**config.mk**
```make
export PLATFORM = sky130hd
export DESIGN_NAME = tmr_irq_agg
export DESIGN_NICKNAME = d
export VERILOG_FILES = /design/src/rtl/tmr_irq_pkg.sv /design/src/rtl/tmr_src_flag.sv /design/src/rtl/tmr_cpu_flag.sv /design/src/rtl/tmr_irq_edge.sv /design/src/rtl/tmr_irq_agg.sv
export SDC_FILE = /design/constraint.sdc
export NUM_CORES = 1
export LEC_CHECK = 0
export ABC_AREA = 1
export BUFFER_PORTS_ARGS = -buffer_cell sky130_fd_sc_hd__buf_4
export CAP_MARGIN = 20
export CELL_PAD_IN_SITES_DETAIL_PLACEMENT = 2
export CELL_PAD_IN_SITES_GLOBAL_PLACEMENT = 2
export CORE_MARGIN = 5
export CORE_UTILIZATION = 17
export CTS_BUF_LIST = sky130_fd_sc_hd__clkbuf_4 sky130_fd_sc_hd__clkbuf_8 sky130_fd_sc_hd__clkbuf_16
export DETAILED_ROUTE_END_ITERATION = 8
export PLACE_DENSITY_LB_ADDON = 0.1
export SETUP_SLACK_MARGIN = 0.1
export SYNTH_ARGS = -nofsm -noshare
export SYNTH_HDL_FRONTEND = slang
export SYNTH_SLANG_ARGS = --single-unit
```
**constraint.sdc**
```tcl
create_clock -name clk -period 0.8 [get_ports clk]
set_input_delay 0.04 -clock clk [delete_from_list [all_inputs] [get_ports clk]]
set_output_delay 0.04 -clock clk [all_outputs]
set_load 0.005 [all_outputs]
```
**src/rtl/tmr_irq_pkg.sv**
```systemverilog
// Package: shared index helpers for the timer interrupt aggregator.
// Assumes source vectors put overflow at bit 0 and channel k at bit 1+k.
package tmr_irq_pkg;

    localparam int unsigned OVF_IDX = 0;

    // Map a compare channel number onto its source vector position.
    function automatic int unsigned ch_idx(input int unsigned k);
        return k + 1;
    endfunction

endpackage

```
**src/rtl/tmr_src_flag.sv**
```systemverilog
// Module: one interrupt source slot, made of a sticky source flag and its mask bit.
// Assumes event and clear are single-cycle strobes. When both arrive together,
// the event takes priority.
module tmr_src_flag #(
    parameter logic RST_MASK = 1'b0
) (
    input  logic clk,
    input  logic rst_n,
    input  logic evt,
    input  logic clr,
    input  logic mask_wr,
    input  logic mask_wd,
    output logic flag,
    output logic mask
);

    // Sticky flag: a new event wins over a software clear.
    always_ff @(posedge clk) begin
        if (!rst_n)
            flag <= 1'b0;
        else
            flag <= evt | (flag & ~clr);
    end

    // Mask bit: loaded by the write strobe, reset value set per source.
    always_ff @(posedge clk) begin
        if (!rst_n)
            mask <= RST_MASK;
        else if (mask_wr)
            mask <= mask_wd;
    end

endmodule

```
**src/rtl/tmr_cpu_flag.sv**
```systemverilog
// Module: CPU-level interrupt flag.
// The flag is set by a masked-in event, or by the re-arm case: a set source
// flag is cleared while another masked-in flag that is not being cleared is
// still pending. Assumes the flag and mask inputs are this cycle's register values.
module tmr_cpu_flag #(
    parameter int unsigned NUM_SRC = 3
) (
    input  logic               clk,
    input  logic               rst_n,
    input  logic [NUM_SRC-1:0] evt,
    input  logic [NUM_SRC-1:0] clr,
    input  logic [NUM_SRC-1:0] src_flag,
    input  logic [NUM_SRC-1:0] mask,
    input  logic               cpu_clr,
    output logic               cpu_flag
);

    logic evt_hit;
    logic clr_hit;
    logic still_pend;
    logic set_now;

    // Set conditions: a masked event, or a clear that leaves masked work pending.
    always_comb begin
        evt_hit    = |(evt & mask);
        clr_hit    = |(clr & src_flag);
        still_pend = |(src_flag & ~clr & mask);
        set_now    = evt_hit | (clr_hit & still_pend);
    end

    // CPU flag register: a set condition wins over a software clear.
    always_ff @(posedge clk) begin
        if (!rst_n)
            cpu_flag <= 1'b0;
        else
            cpu_flag <= set_now | (cpu_flag & ~cpu_clr);
    end

endmodule

```
**src/rtl/tmr_irq_edge.sv**
```systemverilog
// Module: produces the request pulse on the rising edge of the CPU-level flag.
// The pulse is gated by the timer enable and the global enable as they stand
// in the pulse cycle. Assumes cpu_flag comes straight from a register.
module tmr_irq_edge (
    input  logic clk,
    input  logic rst_n,
    input  logic cpu_flag,
    input  logic timer_ien,
    input  logic global_ien,
    output logic irq_req
);

    logic flag_d;

    // Previous value of the flag, used for edge detection.
    always_ff @(posedge clk) begin
        if (!rst_n)
            flag_d <= 1'b0;
        else
            flag_d <= cpu_flag;
    end

    // Request: high in the first cycle the flag reads 1, when both enables are on.
    always_comb begin
        irq_req = cpu_flag & ~flag_d & timer_ien & global_ien;
    end

endmodule

```
**src/rtl/tmr_irq_agg.sv**
```systemverilog
// Module: top of the timer interrupt aggregator, with one overflow source and
// NUM_CH compare-channel sources. Assumes all strobes are synchronous to clk.
// Reset is synchronous and active low.
module tmr_irq_agg #(
    parameter int unsigned NUM_CH = 2,
    localparam int unsigned NUM_SRC = NUM_CH + 1
) (
    input  logic               clk,
    input  logic               rst_n,
    input  logic               ovf_evt,
    input  logic [NUM_CH-1:0]  ch_evt,
    input  logic [NUM_SRC-1:0] src_clr,
    input  logic               cpu_clr,
    input  logic               mask_wr,
    input  logic [NUM_SRC-1:0] mask_wdata,
    input  logic               timer_ien,
    input  logic               global_ien,
    output logic [NUM_SRC-1:0] src_flag,
    output logic [NUM_SRC-1:0] irq_mask,
    output logic               cpu_flag,
    output logic               irq_req
);

    import tmr_irq_pkg::*;

    logic [NUM_SRC-1:0] evt_vec;

    // Gather the events into source order.
    always_comb begin
        evt_vec          = '0;
        evt_vec[OVF_IDX] = ovf_evt;
        for (int k = 0; k < NUM_CH; k++)
            evt_vec[ch_idx(k)] = ch_evt[k];
    end

    // One flag and mask slot per source; only overflow resets enabled.
    for (genvar i = 0; i < NUM_SRC; i++) begin : g_src
        tmr_src_flag #(
            .RST_MASK((i == OVF_IDX) ? 1'b1 : 1'b0)
        ) u_slot (
            .clk     (clk),
            .rst_n   (rst_n),
            .evt     (evt_vec[i]),
            .clr     (src_clr[i]),
            .mask_wr (mask_wr),
            .mask_wd (mask_wdata[i]),
            .flag    (src_flag[i]),
            .mask    (irq_mask[i])
        );
    end

    tmr_cpu_flag #(
        .NUM_SRC(NUM_SRC)
    ) u_cpu (
        .clk      (clk),
        .rst_n    (rst_n),
        .evt      (evt_vec),
        .clr      (src_clr),
        .src_flag (src_flag),
        .mask     (irq_mask),
        .cpu_clr  (cpu_clr),
        .cpu_flag (cpu_flag)
    );

    tmr_irq_edge u_edge (
        .clk        (clk),
        .rst_n      (rst_n),
        .cpu_flag   (cpu_flag),
        .timer_ien  (timer_ien),
        .global_ien (global_ien),
        .irq_req    (irq_req)
    );

endmodule

```
==> results.tsv, run 1 <==
stage	metric	value	unit
status	status	finished, violations left	
status	failing checks	hold timing, setup timing	
timing	Final period util	1.11	
synth	Seq/Total Area, Yosys	0.421	
worst_setup_path	r2r startpoint	u_cpu.cpu_flag	
floorplan	Chip Width	57.3	microns
placement	routability cong.	0.627	
global_routing	GRT met2 Usage	0.134	
worst_setup_path	R2R setup slack	-0.02	ns
timing	worst-case hold slack	-0.000657	ns
worst_setup_path	Setup CP Type	flip-flop to primary output	
synth	largest family of logic cells by synthesized area	simple AND/OR/NAND/NOR gates	
route	ANT nets after route	0	
route	via count	426	
timing	clock skew	0.00464	ns
global_routing	M1 GR Usage	0.0866	
route	1st-pass router iterations	4	
final_layout	nets@finish	93	
floorplan	Core Region	0.00217	sq mm
placement	placed insts	99	
clocking	root buffer cell	clkbuf_4	
floorplan	I/O pin count	23	
global_routing	first-pass GRT wire length	2000	microns
synth	Synth Register Bits	8	
synth	Synth Area in Compound Gates	0.102	
clocking	clk_lat worst skew	0.26	ns
power_and_ir_drop	Pwr Density	1580	mW/mm^2
worst_setup_path	startpoint types	flip-flop	
global_routing	vias in the first global route	446	
global_routing	grt total ovfl	0	
min_path	HP Start	ch_evt[0]	
worst_setup_path	CP Capture Type	primary output	
timing	unrepaired setup endpoints after global routing	yes	
min_path	Worst Hold End	g_src[1].u_slot.flag	
synth	Post-Synth Adder-Cell Area	0	
timing	relative slew slack	0.881	
min_path	Min-Delay Path Class	input port to flip-flop	
global_routing	most congested layer reported by global routing	met2	
timing	Worst Slack Setup Final	-0.0887	ns
clocking	Bufs on Longest Clock Path	2	
floorplan	Die Ht	57.3	microns
timing	endpoints failing setup	3	
global_routing	initial antenna violation count	0	
timing	Hold Vio Cnt, Final	1	
route	routed len/inst	11.7	microns
final_layout	final non-filler cell total	104	
worst_setup_path	Critical Path AT	0.85	ns
placement	# port buffers	22	
power_and_ir_drop	maximum vdd ir drop	0.000784	V
floorplan	row count	17	
synth	cells after synthesis	55	
worst_setup_path	Required @ worst endpoint	0.76	ns
power_and_ir_drop	total power	995	uW
worst_setup_path	Critical Path Fanout Max	2	
route	WL final	1220	microns
synth	simple-gate share of the synthesized area	0.289	
route	routed vias/inst	4.10	
min_path	hold path cells	3	
clocking	CTS H-tree lvls	1	
worst_setup_path	cell count of the worst reg-to-reg path	5	
timing	maximum clock frequency	1130	MHz
floorplan	die area	0.00328	sq mm
synth	mapped cell area	380	sq um
timing	Tmin final	0.889	ns
placement	Detailed Place HPWL	1000	microns
clocking	Sink Count	8	
synth	Netlist cell types	11	
final_layout	layout cells sized above 1	0.526	
global_routing	GR Util met3	0.0498	
synth	mux cell area share after synthesis	0	
synth	Synth Area in XOR/XNOR	0	
synth	Syn Area/Cell	6.92	sq um
route	# DRC	0	
clocking	CTS tree	yes	
global_routing	largest net degree at the start of global routing	6	
floorplan	Starting Density	0.175	
synth	Mapped Nets	70	
timing	pin slew with the least headroom to its limit	0.178	ns
global_routing	Tot GR Track Use	0.0820	
final_layout	Area Growth Syn to Fin	65.1	%
timing	Setup TNS	-0.175	ns
placement	pre-CTS WS	0.0376	ns
clocking	Clock transition at path regs	0.06	ns
clocking	CTS buffer count	3	
route	DRT iter0 DRCs	3	
timing	fin. max-slew vios	0	
power_and_ir_drop	P_leak	0.000314	uW
final_layout	# diodes	0	
flow_run	MaxCap Viol Count	0	
synth	Ys Warns	0	
worst_setup_path	worst flop-to-flop path endpoint	u_cpu.cpu_flag	
## logic make-up (layout without fill, tap and decap cells)
kind of cell,Yosys count,in the layout
buf+inv,13,34
simple gates,27,27
flops,8,8
compound gates,7,7
## flip-flops by register name (all words and copies together) (netlist names)
name / count
u_cpu.cpu_flag: 1
g_src.u_slot.flag: 3
g_src.u_slot.mask: 3
u_edge.flag_d: 1
## how the worst max path moves through the flow
stage,startpoint,end,slack [ns],cells past startpoint
5_1_grt,u_cpu.cpu_flag,irq_req,-0.17,3
6_report,u_cpu.cpu_flag,irq_req,-0.09,3
3_5_place_dp,g_src[0].u_slot.flag,u_cpu.cpu_flag,0.04,4
2_1_floorplan,g_src[2].u_slot.flag,u_cpu.cpu_flag,0.10,4
3_3_place_gp,u_cpu.cpu_flag,u_cpu.cpu_flag,0.02,4
4_1_cts,u_cpu.cpu_flag,irq_req,-0.11,3
## final cells by class
type                    instances  area [sq um]
fillers                       283          1540
repair buffers                 24           203
flip-flops and latches          8           176
multi-input cells              34           165
well taps                      28          35.0
inverters                       7          26.3
clock buffers                   3          22.5
## power breakdown
| part | switching (uW) | internal (uW) | leakage (uW) |
|---|---|---|---|
| Clock | 151 | 173 | 0.0000138 |
| Combinational | 81.8 | 130 | 0.000231 |
| Sequential | 30.8 | 429 | 0.0000688 |
## placed cells by master, fill, tap and decap left out
cell type / count
dfxtp_1: 1
a21oi_1: 1
a21oi_2: 3
dfxtp_4: 3
nand2_1: 12
inv_1: 6
clkbuf_4: 3
inv_2: 1
nand3_1: 6
nor3_2: 1
nor2_1: 8
o21ai_2: 1
dfxtp_2: 4
buf_6: 6
buf_4: 18
o21ai_0: 2
## cell usage after synthesis (all sizes together)
library cell | instances | area (sq um)
nand2 | 12 | 45.0
dfxtp | 8 | 160
inv | 7 | 26.3
nand3 | 6 | 30.0
buf | 6 | 45.0
nor2 | 8 | 30.0
a21oi | 4 | 23.8
o21ai | 3 | 15.0
nor3 | 1 | 5.00
## timing repair
action / in CTS / in global routing
hold endpoints to repair: 1 / 0
setup buffers: 2 / 0
pin swaps: 2 / 0
gates resized for setup: 8 / 5
endpoints found under the setup margin: 9 / 10
## metal layers
metal	wire length (microns)	part of all wire	up-vias
met5	0	0	-
met4	11	0.0090	0
met3	101	0.083	2
met2	615	0.50	16
met1	489	0.40	200
li1	-	-	208
## per-stage QoR
stage | hold WS [ns] | instance area, sq um | utilization
floorplan | 0.124 | 389 | -
global placement | 0.262 | 544 | 0.251
detailed placement | 0.273 | 544 | 0.251
CTS | -0.0000429 | 613 | 0.283
global route | 0.00377 | 628 | 0.290
finish | -0.000657 | 628 | 0.290
## worst max-delay path, cell delays in order, from the launching register on
cell     delay (ns)
dfxtp_2        0.34
inv_2          0.04
nor3_2         0.09
buf_4          0.13
No activity file was read; power rests on OpenSTA's default activity.
==> run 2, diff against run 1 <==
--- a/config.mk
+++ b/config.mk
@@ -15,6 +15,7 @@
 export CTS_BUF_LIST = sky130_fd_sc_hd__clkbuf_4 sky130_fd_sc_hd__clkbuf_8 sky130_fd_sc_hd__clkbuf_16
 export DETAILED_ROUTE_END_ITERATION = 8
 export PLACE_DENSITY_LB_ADDON = 0.1
+export REMOVE_ABC_BUFFERS = 1
 export SETUP_SLACK_MARGIN = 0.1
 export SYNTH_ARGS = -nofsm -noshare
 export SYNTH_HDL_FRONTEND = slang
==> results.tsv, run 2 (synthesized netlist as in run 1, its figures left out) <==
stage	metric	value	unit
final_layout	Final Cell Area	654	sq um
power_and_ir_drop	internal power	737	uW
power_and_ir_drop	Sw Ratio	0.265	
final_layout	most common cell after layout, fill and taps aside	buf_4	
power_and_ir_drop	share of power burned in registers	0.458	
power_and_ir_drop	Comb power frac	0.226	
floorplan	Core Region	0.00217	sq mm
placement	Detailed Place HPWL	1010	microns
status	status	finished, violations left	
final_layout	nets@finish	94	
timing	fin. max-slew vios	0	
worst_setup_path	Setup CP Type	flip-flop to primary output	
timing	relative slew slack	0.892	
placement	Placement Cell Area	551	sq um
timing	endpoints failing setup	4	
final_layout	# diodes	0	
power_and_ir_drop	maximum vdd ir drop	0.000647	V
route	WL final	1280	microns
global_routing	grt total ovfl	0	
route	routed len/inst	12.1	microns
power_and_ir_drop	Pwr Density	1530	mW/mm^2
final_layout	storage element area	179	sq um
clocking	CTS H-tree lvls	1	
final_layout	Multi-input gate area	174	sq um
floorplan	Chip Width	57.3	microns
final_layout	Largest regs	g_src.u_slot.flag (3), g_src.u_slot.mask (3)	
placement	pre-CTS WS	-0.0130	ns
clocking	Sink Count	8	
final_layout	commonest non-fill, non-tap cells in the layout	buf_4 (17), nand2_1 (11), nor2_1 (8), buf_6 (8), inv_1 (6)	
floorplan	die area	0.00328	sq mm
status	failing checks	setup timing	
worst_setup_path	Critical Path AT	0.85	ns
final_layout	layout cells sized above 1	0.558	
power_and_ir_drop	Net Switching	265	uW
global_routing	first-pass GRT wire length	2120	microns
timing	unrepaired setup endpoints after global routing	yes	
power_and_ir_drop	clock network fraction of design power	0.316	
timing	Final period util	1.11	
global_routing	initial antenna violation count	0	
floorplan	Die Ht	57.3	microns
route	# DRC	0	
timing	pin slew with the least headroom to its limit	0.162	ns
timing	clock skew	0.00516	ns
worst_setup_path	Critical Path Fanout Max	2	
route	routed vias/inst	4.02	
placement	# port buffers	22	
clocking	CTS tree	yes	
timing	maximum clock frequency	1130	MHz
clocking	CTS buffer count	3	
route	DRT iter0 DRCs	4	
route	ANT nets after route	0	
min_path	Min-Delay Path Class	input port to flip-flop	
clocking	Clock transition at path regs	0.06	ns
clocking	clk_lat worst skew	0.25	ns
placement	routability cong.	0.679	
global_routing	vias in the first global route	477	
route	1st-pass router iterations	2	
power_and_ir_drop	P_leak	0.000324	uW
floorplan	I/O pin count	23	
final_layout	Fillers	269	
global_routing	Tot GR Track Use	0.0838	
clocking	Bufs on Longest Clock Path	2	
timing	Tmin final	0.887	ns
worst_setup_path	CP Capture Type	primary output	
flow_run	MaxCap Viol Count	0	
floorplan	Starting Density	0.175	
floorplan	row count	17	
worst_setup_path	Required @ worst endpoint	0.76	ns
global_routing	largest net degree at the start of global routing	6	
timing	Hold Vio Cnt, Final	0	
final_layout	Area Growth Syn to Fin	72.0	%
clocking	root buffer cell	clkbuf_4	
worst_setup_path	startpoint types	flip-flop	
timing	Worst Slack Setup Final	-0.0874	ns
route	via count	422	
[run 2: changes by cell type in the layout (fill, tap and decap cells not counted), moves of 2 or more]
cell,previous run,this run
nand3_1,6,4
buf_6,6,8
o21ai_0,2,0
o21ai_1,0,2
nand3_2,0,2
[run 2: area by class of cell]
type | instances | area share
clock buffers | 3 | 0.0344
inverters | 7 | 0.0402
multi-input cells | 34 | 0.266
flip-flops and latches | 8 | 0.273
well taps | 28 | 0.0535
repair buffers | 25 | 0.333
[run 2: worst paths after layout]
kind	start	to	slack [ns]	cells past startpoint
worst max-delay path	u_cpu.cpu_flag	irq_req	-0.09	3
worst min-delay path	ovf_evt	g_src[0].u_slot.flag	0.009	3
worst max register to register	g_src[0].u_slot.mask	u_cpu.cpu_flag	-0.03	5
worst min register to register	g_src[1].u_slot.mask	g_src[1].u_slot.mask	0.52	2
[run 2: what timing repair did]
action / 4_1_cts / 5_1_grt
buffers inserted: 1 / 0
hold endpoints to repair: 1 / 0
pin swaps: 3 / 2
endpoints found under the setup margin: 11 / 13
gates resized for setup: 19 / 9
[run 2: worst max-delay path: stages, from the launching register on]
cell and delay [ns]:
dfxtp_2 0.33, inv_2 0.04, nor3_2 0.09, buf_4 0.13
[run 2: routing by layer]
| layer | share of wire | track usage |
|---|---|---|
| met1 | 0.48 | 0.109 |
| met2 | 0.44 | 0.122 |
| met3 | 0.075 | 0.0294 |
| met4 | 0 | 0.0397 |
| met5 | 0 | 0 |
[run 2: per-stage QoR]
step                std cells  setup TNS [ns]  total power (uW)  hold WS [ns]   util
global placement          101        -0.00848               655         0.263  0.254
CTS                       105          -0.287              1020      -0.00130  0.289
global route              105          -0.446              1100       0.00478  0.302
floorplan                  49               0               520         0.124      -
finish                    105          -0.226              1000       0.00856  0.302
detailed placement        101         -0.0130               657         0.273  0.254
[run 2: power groups by stage]
stage          Clock, uW  Sequential, uW  Combinational [uW]
2_1_floorplan          0             460                60.2
3_3_place_gp           0             461                 194
3_5_place_dp           0             462                 194
4_1_cts              339             462                 221
5_1_grt              378             463                 256
6_report             317             459                 227
==> run 3, diff against run 2 <==
--- a/config.mk
+++ b/config.mk
@@ -5,13 +5,13 @@
 export SDC_FILE = /design/constraint.sdc
 export NUM_CORES = 1
 export LEC_CHECK = 0
-export ABC_AREA = 1
+export ABC_AREA = 0
 export BUFFER_PORTS_ARGS = -buffer_cell sky130_fd_sc_hd__buf_4
 export CAP_MARGIN = 20
 export CELL_PAD_IN_SITES_DETAIL_PLACEMENT = 2
 export CELL_PAD_IN_SITES_GLOBAL_PLACEMENT = 2
 export CORE_MARGIN = 5
-export CORE_UTILIZATION = 17
+export CORE_UTILIZATION = 19
 export CTS_BUF_LIST = sky130_fd_sc_hd__clkbuf_4 sky130_fd_sc_hd__clkbuf_8 sky130_fd_sc_hd__clkbuf_16
 export DETAILED_ROUTE_END_ITERATION = 8
 export PLACE_DENSITY_LB_ADDON = 0.1
==> results.tsv, run 3 <==
stage	metric	value	unit
timing	worst-case hold slack	0.00906	ns
flow_run	MaxCap Viol Count	0	
status	failing checks	setup timing	
worst_setup_path	critical path buffer and inverter count	0	
worst_setup_path	slowest CP cell	dfxtp_1	
worst_setup_path	Setup CP Type	flip-flop to flip-flop	
power_and_ir_drop	maximum vdd ir drop	0.000657	V
synth	Syn Area/Cell	9.72	sq um
route	routed len/inst	12.0	microns
synth	Netlist cell types	16	
timing	Final period util	1.28	
power_and_ir_drop	Pwr Density	1480	mW/mm^2
power_and_ir_drop	internal power	765	uW
worst_setup_path	startpoint types	flip-flop	
final_layout	most common cell after layout, fill and taps aside	buf_4	
timing	Tmin final	1.03	ns
timing	fin. max-slew vios	0	
synth	largest family of logic cells by synthesized area	simple AND/OR/NAND/NOR gates	
worst_setup_path	Crit path depth	3	
worst_setup_path	Required @ worst endpoint	0.94	ns
timing	pin slew with the least headroom to its limit	0.264	ns
synth	Synth Register Bits	8	
floorplan	Core Region	0.00192	sq mm
power_and_ir_drop	share of power burned in registers	0.452	
global_routing	first-pass GRT wire length	1660	microns
clocking	CTS tree	yes	
route	WL final	1120	microns
global_routing	Tot GR Track Use	0.0848	
worst_setup_path	CP Capture Type	flip-flop	
synth	post-synth top area share	0.422	
synth	Ys Warns	0	
worst_setup_path	cell count of the worst reg-to-reg path	3	
synth	ys async rst share	0	
route	via count	375	
power_and_ir_drop	Net Switching	231	uW
route	# DRC	0	
synth	Synth Area in Compound Gates	0.162	
min_path	hold path cells	2	
floorplan	I/O pin count	23	
min_path	Min-Delay Path Class	input port to flip-flop	
synth	dominant cell type by area after synthesis	dfxtp_1	
final_layout	Area Growth Syn to Fin	77.2	%
synth	Seq/Total Area, Yosys	0.422	
floorplan	Starting Density	0.197	
final_layout	# diodes	0	
worst_setup_path	critical-path cell list	a222oi_1 > a31oi_1 > o31a_1	
synth	cells after synthesis	39	
placement	# port buffers	22	
synth	number of enable flip-flop cells after synthesis	0	
synth	most common cell in the netlist	dfxtp_1	
global_routing	largest net degree at the start of global routing	9	
final_layout	nets@finish	83	
placement	routability cong.	0.750	
timing	maximum clock frequency	974	MHz
clocking	clk_lat worst skew	0.25	ns
floorplan	Die Ht	54.7	microns
route	1st-pass router iterations	4	
placement	Detailed Place HPWL	932	microns
final_layout	final non-filler cell total	93	
synth	mapped cell area	379	sq um
clocking	hold buffer count at CTS	0	
synth	simple-gate share of the synthesized area	0.208	
clocking	root buffer cell	clkbuf_4	
clocking	Bufs on Longest Clock Path	2	
global_routing	vias in the first global route	370	
timing	Hold Vio Cnt, Final	0	
floorplan	die area	0.00299	sq mm
power_and_ir_drop	clock network fraction of design power	0.309	
power_and_ir_drop	Sw Ratio	0.232	
synth	top cells by area, synth	dfxtp_1 (42%), buf_4 (12%), mux2i_1 (7.9%)	
worst_setup_path	Critical Path Fanout Max	2	
timing	endpoints failing setup	12	
timing	unrepaired setup endpoints after global routing	yes	
final_layout	commonest non-fill, non-tap cells in the layout	buf_4 (20), buf_6 (10), dfxtp_2 (5)	
synth	synth cell count leaders	dfxtp_1 (8), buf_4 (6), nor2b_1 (4)	
timing	relative slew slack	0.824	
clocking	Clock transition at path regs	0.05	ns
power_and_ir_drop	P_leak	0.000307	uW
worst_setup_path	crit-path leading delay family	compound AO/OA/AOI/OAI gates	
timing	Worst Slack Setup Final	-0.227	ns
global_routing	initial antenna violation count	0	
final_layout	layout cells sized above 1	0.621	
route	DRT iter0 DRCs	3	
synth	Post-Synth Adder-Cell Area	0	
clocking	CTS H-tree lvls	1	
floorplan	Chip Width	54.7	microns
synth	ys flop type	dfxtp_1	
synth	Synth Area in XOR/XNOR	0	
route	ANT nets after route	0	
worst_setup_path	Critical Path AT	1.17	ns
placement	placed insts	90	
timing	clock skew	0.00340	ns
final_layout	Largest regs	g_src.u_slot.flag (3), g_src.u_slot.mask (3)	
power_and_ir_drop	Comb power frac	0.239	
status	status	finished, violations left	
synth	mux cell area share after synthesis	0.0792	
clocking	CTS buffer count	3	
route	routed vias/inst	4.03	
floorplan	row count	16	
worst_setup_path	max incr delay on CP	0.31	ns
global_routing	grt total ovfl	0	
clocking	Sink Count	8	
==> run 3: cell types whose count changed in the layout (fill, tap and decap cells not counted), moves of 4 or more <==
cell / before / now
dfxtp_4: 4 / 0
inv_1: 6 / 1
nand2_1: 11 / 3
nand3_1: 4 / 0
nor2_1: 8 / 0
==> run 3: logic make-up (layout without fill, tap and decap cells) <==
| family | count (synthesis) | in the layout |
|---|---|---|
| flip-flops | 8 | 8 |
| buffers and inverters | 7 | 34 |
| multiplexers | 3 | 3 |
| AND/OR/NAND/NOR | 13 | 13 |
| AO/OA/AOI/OAI | 8 | 8 |
==> run 3: area by class of cell <==
type,count,area [sq um]
Tap cell,27,33.8
Timing Repair Buffer,30,263
Inverter,1,3.75
Fill cell,236,1250
Sequential cell,8,166
Clock buffer,3,22.5
Multi-Input combinational cell,24,183
==> run 3: timing repair <==
item                                    4_1_cts  5_1_grt
hold endpoints to repair                      0        1
gates resized for setup                      17        1
endpoints found under the setup margin       15       15
setup buffers                                 0        1
==> run 3: path summary, 6_finish.rpt <==
kind / from / to / slack (ns)
worst min register to register: u_cpu.cpu_flag / u_edge.flag_d / 0.57
worst min-delay path: ch_evt[1] / g_src[2].u_slot.flag / 0.009
worst max register to register: g_src[0].u_slot.flag / u_cpu.cpu_flag / -0.23
worst max-delay path: g_src[0].u_slot.flag / u_cpu.cpu_flag / -0.23
==> run 3: per-stage QoR <==
| step | setup slack, ns | utilization | TNS, ns | power, uW | area (sq um) |
|---|---|---|---|---|---|
| after floorplan | -0.213 | - | -0.213 | 510 | 334 |
| after global placement | -0.202 | 0.309 | -0.336 | 666 | 593 |
| after detailed placement | -0.230 | 0.309 | -0.396 | 669 | 593 |
| after CTS | -0.238 | 0.350 | -0.980 | 1030 | 672 |
| after global routing | -0.308 | 0.350 | -1.30 | 1060 | 672 |
| final | -0.227 | 0.350 | -0.812 | 996 | 672 |
==> run 3: power by group through the flow <==
stage / clock, uW / sequential (uW) / combinational (uW)
after floorplan: 0 / 455 / 54.7
after global placement: 0 / 452 / 215
after detailed placement: 0 / 452 / 216
after CTS: 329 / 451 / 245
after global routing: 345 / 454 / 259
final: 308 / 451 / 238
==> run 3: routing by layer <==
metal / GRT usage / vias up / wire length [microns]
met5: 0 / - / 0
met4: 0.0373 / 0 / 0
met3: 0.0518 / 0 / 74
met2: 0.140 / 13 / 576
met1: 0.0843 / 176 / 467
li1: - / 186 / -
